**config.mk**
```make
export PLATFORM = sky130hd
export DESIGN_NAME = rx_frame_status
export DESIGN_NICKNAME = d
export VERILOG_FILES = /design/src/rtl/rx_frame_status.sv
export SDC_FILE = /design/constraint.sdc
export NUM_CORES = 1
export LEC_CHECK = 0
export ABC_CLOCK_PERIOD_IN_PS = 7770
export BUFFER_PORTS_ARGS = -buffer_cell sky130_fd_sc_hd__buf_2
export CAP_MARGIN = 25
export CORE_MARGIN = 2
export CORE_UTILIZATION = 55
export CTS_BUF_LIST = sky130_fd_sc_hd__clkbuf_4 sky130_fd_sc_hd__clkbuf_8
export DETAILED_ROUTE_END_ITERATION = 6
export PLACE_DENSITY = 0.74
export SETUP_SLACK_MARGIN = 0.4
export SYNTH_ARGS = -nofsm -noshare
export SYNTH_HDL_FRONTEND = slang
export SYNTH_SLANG_ARGS = --single-unit
```
**constraint.sdc**
```tcl
create_clock -name clk -period 7.77 [get_ports clk]
set_input_delay 0.777 -clock clk [delete_from_list [all_inputs] [get_ports clk]]
set_output_delay 0.777 -clock clk [all_outputs]
set_load 0.1 [all_outputs]
```
**src/rtl/rx_frame_status.sv**
```systemverilog
module rx_frame_status #(
  parameter int MIN_FRAME = 64,
  parameter int LEN_FIELD_MAX = 1500,
  parameter int MIN_DATA = 46
) (
  input  logic        clk,
  input  logic        rst_n,
  input  logic        in_valid,
  input  logic        in_sop,
  input  logic        in_eop,
  input  logic [2:0]  in_empty,
  input  logic [63:0] in_data,
  input  logic        in_phy_err,
  input  logic        in_crc_err,
  input  logic [15:0] max_len,
  output logic        stat_valid,
  output logic [39:0] stat_info,
  output logic [6:0]  stat_err
);
  localparam logic [15:0] TPID_VLAN = 16'h8100;
  localparam logic [15:0] TYPE_CTRL = 16'h8808;
  localparam logic [15:0] OP_PAUSE  = 16'h0001;
  localparam logic [15:0] OP_PFC    = 16'h0101;

  logic [1:0]  beat_q;
  logic [15:0] cnt_q;
  logic [47:0] da_q;
  logic [31:0] w1_q, w2_q;
  logic        phy_q;

  logic [1:0]  beat;
  logic [47:0] da;
  logic [31:0] w1, w2;
  logic        tag1, tag2;
  logic [1:0]  ntag;
  logic [15:0] lt, op, pkt, hdr_fcs, data_len, min_data, tag_add;
  logic [3:0]  nbytes;
  logic [16:0] limit;
  logic        ctrl, bcast, mc_bit, phy, len_err;

  assign beat   = in_sop ? 2'd0 : beat_q;
  assign da     = in_sop ? in_data[63:16] : da_q;
  assign w1     = (beat == 2'd1) ? in_data[31:0] : (beat > 2'd1 ? w1_q : 32'd0);
  assign w2     = (beat == 2'd2) ? {in_data[63:48], in_data[31:16]} :
                  (beat == 2'd3 ? w2_q : 32'd0);

  assign tag1   = (w1[31:16] == TPID_VLAN);
  assign tag2   = tag1 && (w2[31:16] == TPID_VLAN);
  assign ntag   = tag2 ? 2'd2 : (tag1 ? 2'd1 : 2'd0);
  assign lt     = tag2 ? w2[15:0] : (tag1 ? w2[31:16] : w1[31:16]);
  assign op     = w1[15:0];

  assign nbytes = in_eop ? (4'd8 - {1'b0, in_empty}) : 4'd8;
  assign pkt    = (in_sop ? 16'd0 : cnt_q) + {12'd0, nbytes};

  assign tag_add  = {12'd0, ntag, 2'b00};
  assign hdr_fcs  = 16'd18 + tag_add;
  assign data_len = (pkt > hdr_fcs) ? (pkt - hdr_fcs) : 16'd0;
  assign min_data = 16'(MIN_DATA) - tag_add;
  assign limit    = {1'b0, max_len} + {1'b0, tag_add};

  assign len_err = (lt <= 16'(LEN_FIELD_MAX)) && (data_len != lt) &&
                   !((lt < min_data) && (data_len == min_data));

  assign ctrl   = !tag1 && (w1[31:16] == TYPE_CTRL);
  assign bcast  = (da == 48'hFFFF_FFFF_FFFF);
  assign mc_bit = da[40];
  assign phy    = (in_sop ? 1'b0 : phy_q) | in_phy_err;

  assign stat_valid = in_valid && in_eop;
  assign stat_info  = {ctrl && (op == OP_PFC), !mc_bit, mc_bit && !bcast, bcast,
                       ctrl && (op == OP_PAUSE), ctrl, tag1 && !tag2, tag2,
                       pkt, data_len};
  assign stat_err   = {phy, 2'b00, in_crc_err, len_err,
                       ({1'b0, pkt} > limit), (pkt < 16'(MIN_FRAME))};

  always_ff @(posedge clk or negedge rst_n) begin
    if (!rst_n) begin
      beat_q <= '0;
      cnt_q  <= '0;
      da_q   <= '0;
      w1_q   <= '0;
      w2_q   <= '0;
      phy_q  <= 1'b0;
    end else if (in_valid) begin
      beat_q <= (beat == 2'd3) ? 2'd3 : beat + 2'd1;
      cnt_q  <= pkt;
      phy_q  <= phy;
      if (beat == 2'd0) da_q <= in_data[63:16];
      if (beat == 2'd1) w1_q <= in_data[31:0];
      if (beat == 2'd2) w2_q <= {in_data[63:48], in_data[31:16]};
    end
  end
endmodule

```
### Word-level counts from Yosys, hierarchy flattened

Cells that the tools add are included.

| operators by class | value |
|---|---|
| add/sub/neg operators | 7 |
| order comparisons | 6 |
| equal/unequal tests | 11 |
| muxes and demuxes | 15 |
| bitwise logic cells | 1 |
| reduce and logical (&&, ||, !) cells | 19 |

Operator list:

| operator | count |
|---|---|
| $mux W32 | 4 |
| $mux W16 | 4 |
| $eq A16 B16 Y1 const B | 3 |
| $eq A48 B48 Y1 const B | 1 |
| $mux W48 | 1 |
| $add A16 B4 Y17 | 1 |
| $gt A16 B17 Y1 | 1 |
| $add A16 B4 Y16 | 1 |
| $eq A16 B1 Y1 const B | 1 |
| $eq A16 B16 Y1 | 1 |
| $eq A16 B9 Y1 const B | 1 |
| $gt A16 B6 Y1 | 1 |
| $le A16 B11 Y1 const B | 1 |
| $lt A16 B16 Y1 | 1 |
| $lt A16 B7 Y1 const B | 1 |
| $ne A16 B16 Y1 | 1 |
| $sub A16 B6 Y16 | 1 |
| $logic_and A1 B1 Y1 | 10 |
| $sub A6 B4 Y7 const A | 1 |
| $add A5 B4 Y6 const A | 1 |
| $mux W2 | 3 |
| $reduce_and A2 Y1 | 3 |
| $logic_not A1 Y1 | 5 |
| $eq A2 B2 Y1 const B | 2 |
| other kinds (8) | 9 |

| word-level totals | value |
|---|---|
| bits in registers | 131 |
| input bits | 90 |
| output and inout port bits | 48 |

### Depth between registers and ports, before layout

Gate-level depths: netlist of run 1.

| depth | value |
|---|---|
| depth in word-level cells | 14 |
| depth in mapped cells | 23 |
| depth with buffers taken out | 20 |

### Worst setup path after synthesis of run 1

No wires, ideal clock.

| timing | value |
|---|---|
| path type | input port to output port |
| from | input in_sop |
| to | output stat_err[2] |
| data arrival time | 7.615 ns |
| path slack | -0.622 ns |
| stages | 19 |
| buffers on the path | 4 |
| cells stage by stage | buf_4 -> clkbuf_1 -> clkbuf_1 -> nor2b_1 -> ha_1 -> inv_1 -> fa_1 -> xnor2_1 -> ha_1 -> nand3_1 -> nand2_1 -> a2111oi_4 -> nand4_1 -> mux2i_1 -> xnor2_1 -> o311ai_0 -> nor4_1 -> a31oi_1 -> buf_4 |

| between the ends | value |
|---|---|
| elaborated cells on any way between the ends | 31 |
| those cells by class | add/sub (4); order compare (4); eq/ne (7); mux (11); reduce/logical (5) |

RTL lines:

| item | line | text |
|---|---|---|
| from (decl) | 9 | `input logic in_sop,` |
| $mux W16 (*) | 54 | `assign pkt = (in_sop ? 16'd0 : cnt_q) + {12'd0, nbytes};` |
| $add A16 B4 Y16 (*) | 54 |  |
| via stat_info[18] | 17 | `output logic [39:0] stat_info,` |
| $sub A16 B6 Y16 / $gt A16 B6 Y1 (equally long branches) | 58 | `assign data_len = (pkt > hdr_fcs) ? (pkt - hdr_fcs) : 16'd0;` |
| $mux W16 (*) | 58 |  |
| via stat_info[14] | 17 |  |
| $eq A16 B16 Y1 | 63 | `!((lt < min_data) && (data_len == min_data));` |
| $logic_and A1 B1 Y1 | 63 |  |
| $logic_not A1 Y1 | 63 |  |
| $logic_and A1 B1 Y1 (*) | 62 | `assign len_err = (lt <= 16'(LEN_FIELD_MAX)) && (data_len != lt) &&` |
| to (decl) | 18 | `output logic [6:0] stat_err` |

Mark *: on every way through the listed nets, which the timed path passes. The rest lies on a longest branch.

### Worst setup path in the final report of run 1

| timing | value |
|---|---|
| from | register beat_q[0] |
| to | output stat_err[2] |

| between the ends | value |
|---|---|
| longest elaborated chain between the ends | 14 |
| elaborated cells on any way between the ends | 29 |
| those cells by class | add/sub (3); order compare (4); eq/ne (7); mux (10); reduce/logical (5) |

Ends and longest elaborated chain:

| item | line | text |
|---|---|---|
| from (decl) | 25 | `logic [1:0] beat_q;` |
| from (signal assigned) | 86 | `beat_q <= (beat == 2'd3) ? 2'd3 : beat + 2'd1;` |
| $mux W2 (*) | 41 | `assign beat = in_sop ? 2'd0 : beat_q;` |
| $gt A2 B1 Y1 / $eq A2 B2 Y1 (equally long branches) | 43, 45 |  |
| $mux W32 (on tied branches) | 43, 45 |  |
| $mux W32 (on tied branches) | 43, 44 |  |
| $eq A16 B16 Y1 (on tied branches) | 47, 48 |  |
| $mux W1 / $logic_and A1 B1 Y1 (equally long branches) | 49, 48 |  |
| $mux W2 | 49 | `assign ntag = tag2 ? 2'd2 : (tag1 ? 2'd1 : 2'd0);` |
| $add A5 B4 Y6 | 57 | `assign hdr_fcs = 16'd18 + tag_add;` |
| $sub A16 B6 Y16 / $gt A16 B6 Y1 (equally long branches) | 58 |  |
| $mux W16 | 58 |  |
| $eq A16 B16 Y1 | 63 |  |
| $logic_and A1 B1 Y1 | 63 |  |
| $logic_not A1 Y1 | 63 |  |
| $logic_and A1 B1 Y1 (*) | 62 |  |

Mark *: on every way between the ends. The rest lies on a longest branch, timed or not.

==> impl_metrics.ini, run 1 <==
[outcome]
status = complete, no violations

[synth]
async_flop_share = 1.00
avgSynthCellArea_um2 = 10.3
ys.flop_type = dfrtp_1
ys_ff_latch = 131
ys_seq_area_frac = 0.370
ys_warn_count = 0
synth_area_mm2 = 0.00886
synthCells = 862
synth_edf_count = 0
ys_types = 89

[power]
p_leak_nw = 4.45
p_per_area_mw_per_mm2 = 290
max-vdd-ir-drop_uv = 287

[setup_path]
worstPathMaxFanout = 19
cp_slowest_cell = dfrtp_4
cp-startpoint = beat_q[0]
slowest_delay_ns = 0.63
startpoint_type = flop
crit_family = simple AND/OR/NAND/NOR gates
cp_num_buf_inv = 4
endpoint_kind = output port
crit_required_ns = 6.99
crit_type = reg2out
arrival_ns = 6.24
r2r_start = cnt_q[0]
cp_cell_sequence = buf_4 -> nand3b_1 -> a21oi_1 -> or3_1 -> or4_1 -> nor3_1 -> buf_4 -> inv_1 -> ha_1 -> a21oi_1 -> nor2b_1 -> mux2i_1 -> a211oi_2 -> nand2_1 -> xnor2_1 -> or4b_1 -> o32a_1 -> a2111oi_2 -> a31oi_1 -> buf_2

[clock_network]
clk_latency_ns = 0.46
cts-buffers-inserted = 17
cts_sinks = 131
tritoncts = done
ctsRootBufferMaster = clkbuf_8
clockBufferDepth = 2
clk_pin_slew_ns = 0.09
h-tree-depth = 4

[timing]
fin_worst_skew_ns = 0.0126
clock.fmax_mhz = 143
layout_setup_ws_ns = 0.753
tns_ns = 0
setup_violations = 0
fin_crit_sh = 0.903
rsz0062_at_grt = no
hold_slack_ns = 0.262
slew_violations = 0
min_period_ns = 7.02
slew_headroom = 0.307
hold_viol = 0
tightestPinTransition_ns = 1.03

[global_routing]
track_usage = 0.293
grt_overflow = 0
grt_pass1_vias = 7264
grt_util_met3 = 0.0505
grt_most_used_layer = met2
grt_pass1_wl_um = 38300
grt_max_degree = 72
met2_usage = 0.461
use_met1 = 0.409
antenna_found_initial = 0

[die]
dieArea_mm2 = 0.0171
num_io_pins = 138
initial_core_util = 0.560
die_h_um = 131
fp-row-count = 46
die_x_um = 131
core_area_mm2 = 0.0158

[cells_and_area]
fin_nets = 1103
final_util = 0.642
num_antenna_cells = 0
synthToLayoutAreaGrowth_pct = 14.6
drive_gt1_frac = 0.366

[placement]
post-dp-hpwl_um = 18000
numPortBuffers = 133
place_congestion = 0.954
place_ws_ns = 0.528

[route]
drc = 0
detail-route-antenna-nets = 0
via_per_inst = 6.19
firstDrtPassIters = 5
wl_per_cell_um = 20.1
drt-initial-drc-count = 696
totalWireLength_um = 24400
vias = 7513

[flow_run]
cap_violations = 0

[min_path]
hold_class = in2async
routing by layer:
layer	part of all wire	vias up
li1	-	3473
met1	0.44	3700
met2	0.47	281
met3	0.062	59
met4	0.027	0
met5	0	-
cells by family after synthesis:
logic type | synth area share
compound gates | 0.134
xor+xnor | 0.0404
fa+ha+maj | 0.0446
buf+inv | 0.0425
flops | 0.370
mux | 0.202
other cells | 0.000423
simple gates | 0.166
layout make-up:
type	instances	area, µm²
repair buffers	151	815
clock inverters	11	125
multi-input cells	658	5300
flip-flops and latches	131	3280
inverters	25	93.8
clock buffers	21	277
fillers	1341	5670
well taps	216	270
Yosys cell counts, drive strengths merged, types with 19 or more instances:
| master | instances | area, µm² |
|---|---|---|
| mux2 | 133 | 1500 |
| dfrtp | 131 | 3280 |
| nor2 | 66 | 255 |
| nand2 | 43 | 161 |
| nand4 | 34 | 213 |
| a21oi | 32 | 168 |
| buf | 30 | 210 |
| mux2i | 29 | 290 |
| o21ai | 29 | 153 |
| ha | 26 | 325 |
| inv | 25 | 93.8 |
| xnor2 | 25 | 226 |
| nand3 | 20 | 110 |
| clkbuf | 19 | 72.6 |
| nor3 | 19 | 100 |
flip-flops by register name, indices dropped and copies added (netlist names):
name    cells
da_q       48
beat_q      2
w1_q       32
phy_q       1
w2_q       32
cnt_q      16
power by group:
part	switching, mW	internal (mW)
Sequential	0.110	0.848
Clock	0.290	0.311
Combinational	0.949	0.438
placed cells by master, fill, tap and decap left out, types with 13 or more instances in the layout:
cell type / instances
buf_4: 17
ha_1: 26
nor2_1: 62
inv_1: 23
clkbuf_8: 19
a21oi_1: 28
o21ai_0: 20
nor3_1: 18
nor4_1: 14
nand2_1: 43
buf_2: 132
xnor2_1: 22
nor2b_1: 13
mux2i_1: 27
xor2_1: 14
a31oi_1: 13
nand3_1: 18
dfrtp_1: 130
nand4_1: 34
mux2_2: 132
stage by stage:
stage          cell area, µm²  instances  power, mW
3_3_place_gp             9710       1180       2.30
2_1_floorplan            8900        863       2.03
5_1_grt                 10200       1213       3.09
4_1_cts                 10100       1212       2.93
3_5_place_dp             9710       1180       2.33
6_report                10200       1213       2.95
path summary, 6_finish.rpt:
| path | to | slack, ns | cells after the start |
|---|---|---|---|
| worst max-delay path | stat_err[2] | 0.75 | 20 |
| worst min-delay path | da_q[25] | 0.26 | 1 |
| worst max register to register | cnt_q[8] | 4.93 | 8 |
| worst min register to register | cnt_q[2] | 0.50 | 1 |
| max in group asynchronous | cnt_q[5] | 6.18 | 2 |
| min in group clk | cnt_q[2] | 0.50 | 1 |
repair_timing:
action,4_1_cts,5_1_grt
hold buffers,0,0
setup endpoints to repair,0,1
buffers inserted,0,1
resized for setup,0,7
(Power assumes the default switching activity.)
==> inputs of run 2 (changes only) <==
CORE_ASPECT_RATIO = 2   (was not set)
==> run 2 against run 1 <==
Net effect:
- worst hold slack gained 0.11 ns
- count of clock-buffer cells in the layout grew 3
- sequential power grew 0.6%
- final cell count fell by 1.1%
- via count is 0.80% higher
- final area increased by 1.1%
- routed wire length rose by 10%
- flip-flop and latch count unchanged
- largest cell class unchanged
- core utilization grew 0.93 points
- critical path type is now in2out
- first-iteration DRC count is 32% lower
- clock skew decreased by 0.00068 ns
==> impl_metrics.ini, run 2 (synthesized netlist as in run 1, its figures left out) <==
[power]
switchingPower_mw = 1.34
max-vdd-ir-drop_uv = 227
p_clk_frac = 0.226
p_sw_frac = 0.437
power.internal_mw = 1.73
p_per_area_mw_per_mm2 = 299
seqPwrFrac = 0.314
p_comb_frac = 0.461
p_leak_nw = 4.51

[cells_and_area]
mostFrequentLayoutCells = mux2_2 (132), buf_2 (132), dfrtp_1 (129)
top_register = da_q
fin_nets = 1105
nFillCells = 1354
largest_reg_flops = 48
num_antenna_cells = 0
drive_gt1_frac = 0.367
reg_top3 = da_q: 48 flops, w1_q: 32 flops, w2_q: 32 flops
final_cells = 1200
synthToLayoutAreaGrowth_pct = 15.9

[route]
vias = 7573
detail-route-antenna-nets = 0
wl_per_cell_um = 22.5
totalWireLength_um = 26900
firstDrtPassIters = 5
via_per_inst = 6.31
drc = 0
drt-initial-drc-count = 471

[setup_path]
crit_required_ns = 6.99
r2r-end = cnt_q[14]
r2r_start = cnt_q[0]
rr_worst_depth = 11
worstPathMaxFanout = 31
startpoint_type = input port
cp_cell_sequence = buf_2 -> buf_4 -> nand2b_1 -> o22a_1 -> nand4_1 -> or4_4 -> nor3_1 -> inv_1 -> ha_1 -> a21oi_1 -> nor2b_1 -> mux2i_1 -> a211oi_2 -> nand2_1 -> xnor2_1 -> buf_4 -> or4b_1 -> o32a_1 -> a2111oi_2 -> a31oi_1 -> buf_2
crit_type = in2out
crit_family = simple AND/OR/NAND/NOR gates
endpoint_kind = output port
reg2reg_slack_ns = 4.96
slowest_delay_ns = 0.66
arrival_ns = 6.17
cp_num_buf_inv = 5
cp_slowest_cell = or4_4

[timing]
fin_worst_skew_ns = 0.0119
layout_setup_ws_ns = 0.821
setup_violations = 0
slew_violations = 0
tns_ns = 0
fin_crit_sh = 0.894
tightestPinTransition_ns = 1.01
rsz0062_at_grt = no
slew_headroom = 0.322
min_period_ns = 6.95
hold_viol = 0
clock.fmax_mhz = 144

[clock_network]
hold_buffers = 0
clockBufferDepth = 2
tritoncts = done
ctsRootBufferMaster = clkbuf_8
cts_sinks = 131
clk_pin_slew_ns = 0.07
clk_latency_ns = 0.46
cts-buffers-inserted = 17
h-tree-depth = 4

[placement]
dp.cells = 1166
place_congestion = 1.01
numPortBuffers = 133
post-dp-hpwl_um = 21200
place_ws_ns = 0.460

[global_routing]
grt_overflow = 0
grt_pass1_vias = 7685
grt_max_degree = 75
antenna_found_initial = 0
grt_pass1_wl_um = 41200
track_usage = 0.320

[die]
dieArea_mm2 = 0.0172
die_h_um = 183
core_area_mm2 = 0.0158
fp-row-count = 65
die_x_um = 93.7
initial_core_util = 0.562
num_io_pins = 138

[min_path]
hold_class = in2async

[outcome]
status = complete, no violations

[flow_run]
cap_violations = 0
run 2: final cells by class:
| type | instances | area [µm²] | area share |
|---|---|---|---|
| clock buffer | 24 | 318 | 0.0309 |
| inverter | 25 | 93.8 | 0.00914 |
| clock inverter | 8 | 170 | 0.0166 |
| multi-input combinational | 658 | 5280 | 0.514 |
| tap | 201 | 251 | 0.0245 |
| timing repair buffer | 153 | 871 | 0.0848 |
| sequential | 131 | 3280 | 0.320 |
run 2: repair_timing:
item / 4_1_cts / 5_1_grt
setup endpoints to repair: 1 / 1
buffers inserted: 0 / 1
gates resized for setup: 2 / 4
run 2: worst register-to-register path, delay by kind of cell (launching register included):
| family | cells | cell delay (ns) |
|---|---|---|
| AOI/OAI and AO/OA | 3 | 0.63 |
| adders and majority gates | 2 | 0.58 |
| buffers and inverters | 2 | 0.19 |
| DFF | 1 | 0.34 |
| and+or+nand+nor | 4 | 0.98 |
run 2: how the worst max path moves through the flow:
| stage | to | slack (ns) | cells after the start | startpoint |
|---|---|---|---|---|
| 2_1_floorplan | stat_err[2] | 0.48 | 19 | in_sop |
| 3_3_place_gp | stat_err[2] | 0.56 | 20 | in_sop |
| 3_5_place_dp | stat_err[2] | 0.46 | 20 | in_sop |
| 4_1_cts | stat_err[2] | 0.45 | 20 | beat_q[1] |
| 5_1_grt | stat_err[2] | 0.43 | 21 | in_sop |
| 6_report | stat_err[2] | 0.82 | 21 | in_sop |
run 2: through the flow:
| step | total power [mW] | hold slack, ns | instance area [µm²] | utilization |
|---|---|---|---|---|
| 6_report | 3.07 | 0.370 | 10300 | 0.651 |
| 5_1_grt | 3.21 | 0.417 | 10300 | 0.651 |
| 4_1_cts | 3.07 | 0.376 | 10200 | 0.647 |
| 3_5_place_dp | 2.37 | 0.488 | 9710 | 0.615 |
| 3_3_place_gp | 2.35 | 0.481 | 9710 | 0.615 |
| 2_1_floorplan | 2.03 | 0.472 | 8900 | - |
run 2: layer usage:
layer  vias up  GRT usage  share of wire
li1       3481          -              -
met1      3699      0.304           0.32
met2       277      0.604           0.56
met3       116     0.0410          0.038
met4         0      0.237          0.080
met5         -          0              0
run 2: power by group through the flow:
stage | logic [mW] | clock network [mW] | registers, mW
floorplan | 1.11 | 0 | 0.927
global placement | 1.38 | 0 | 0.965
detailed placement | 1.40 | 0 | 0.975
CTS | 1.40 | 0.702 | 0.964
global route | 1.50 | 0.730 | 0.983
finish | 1.42 | 0.694 | 0.964
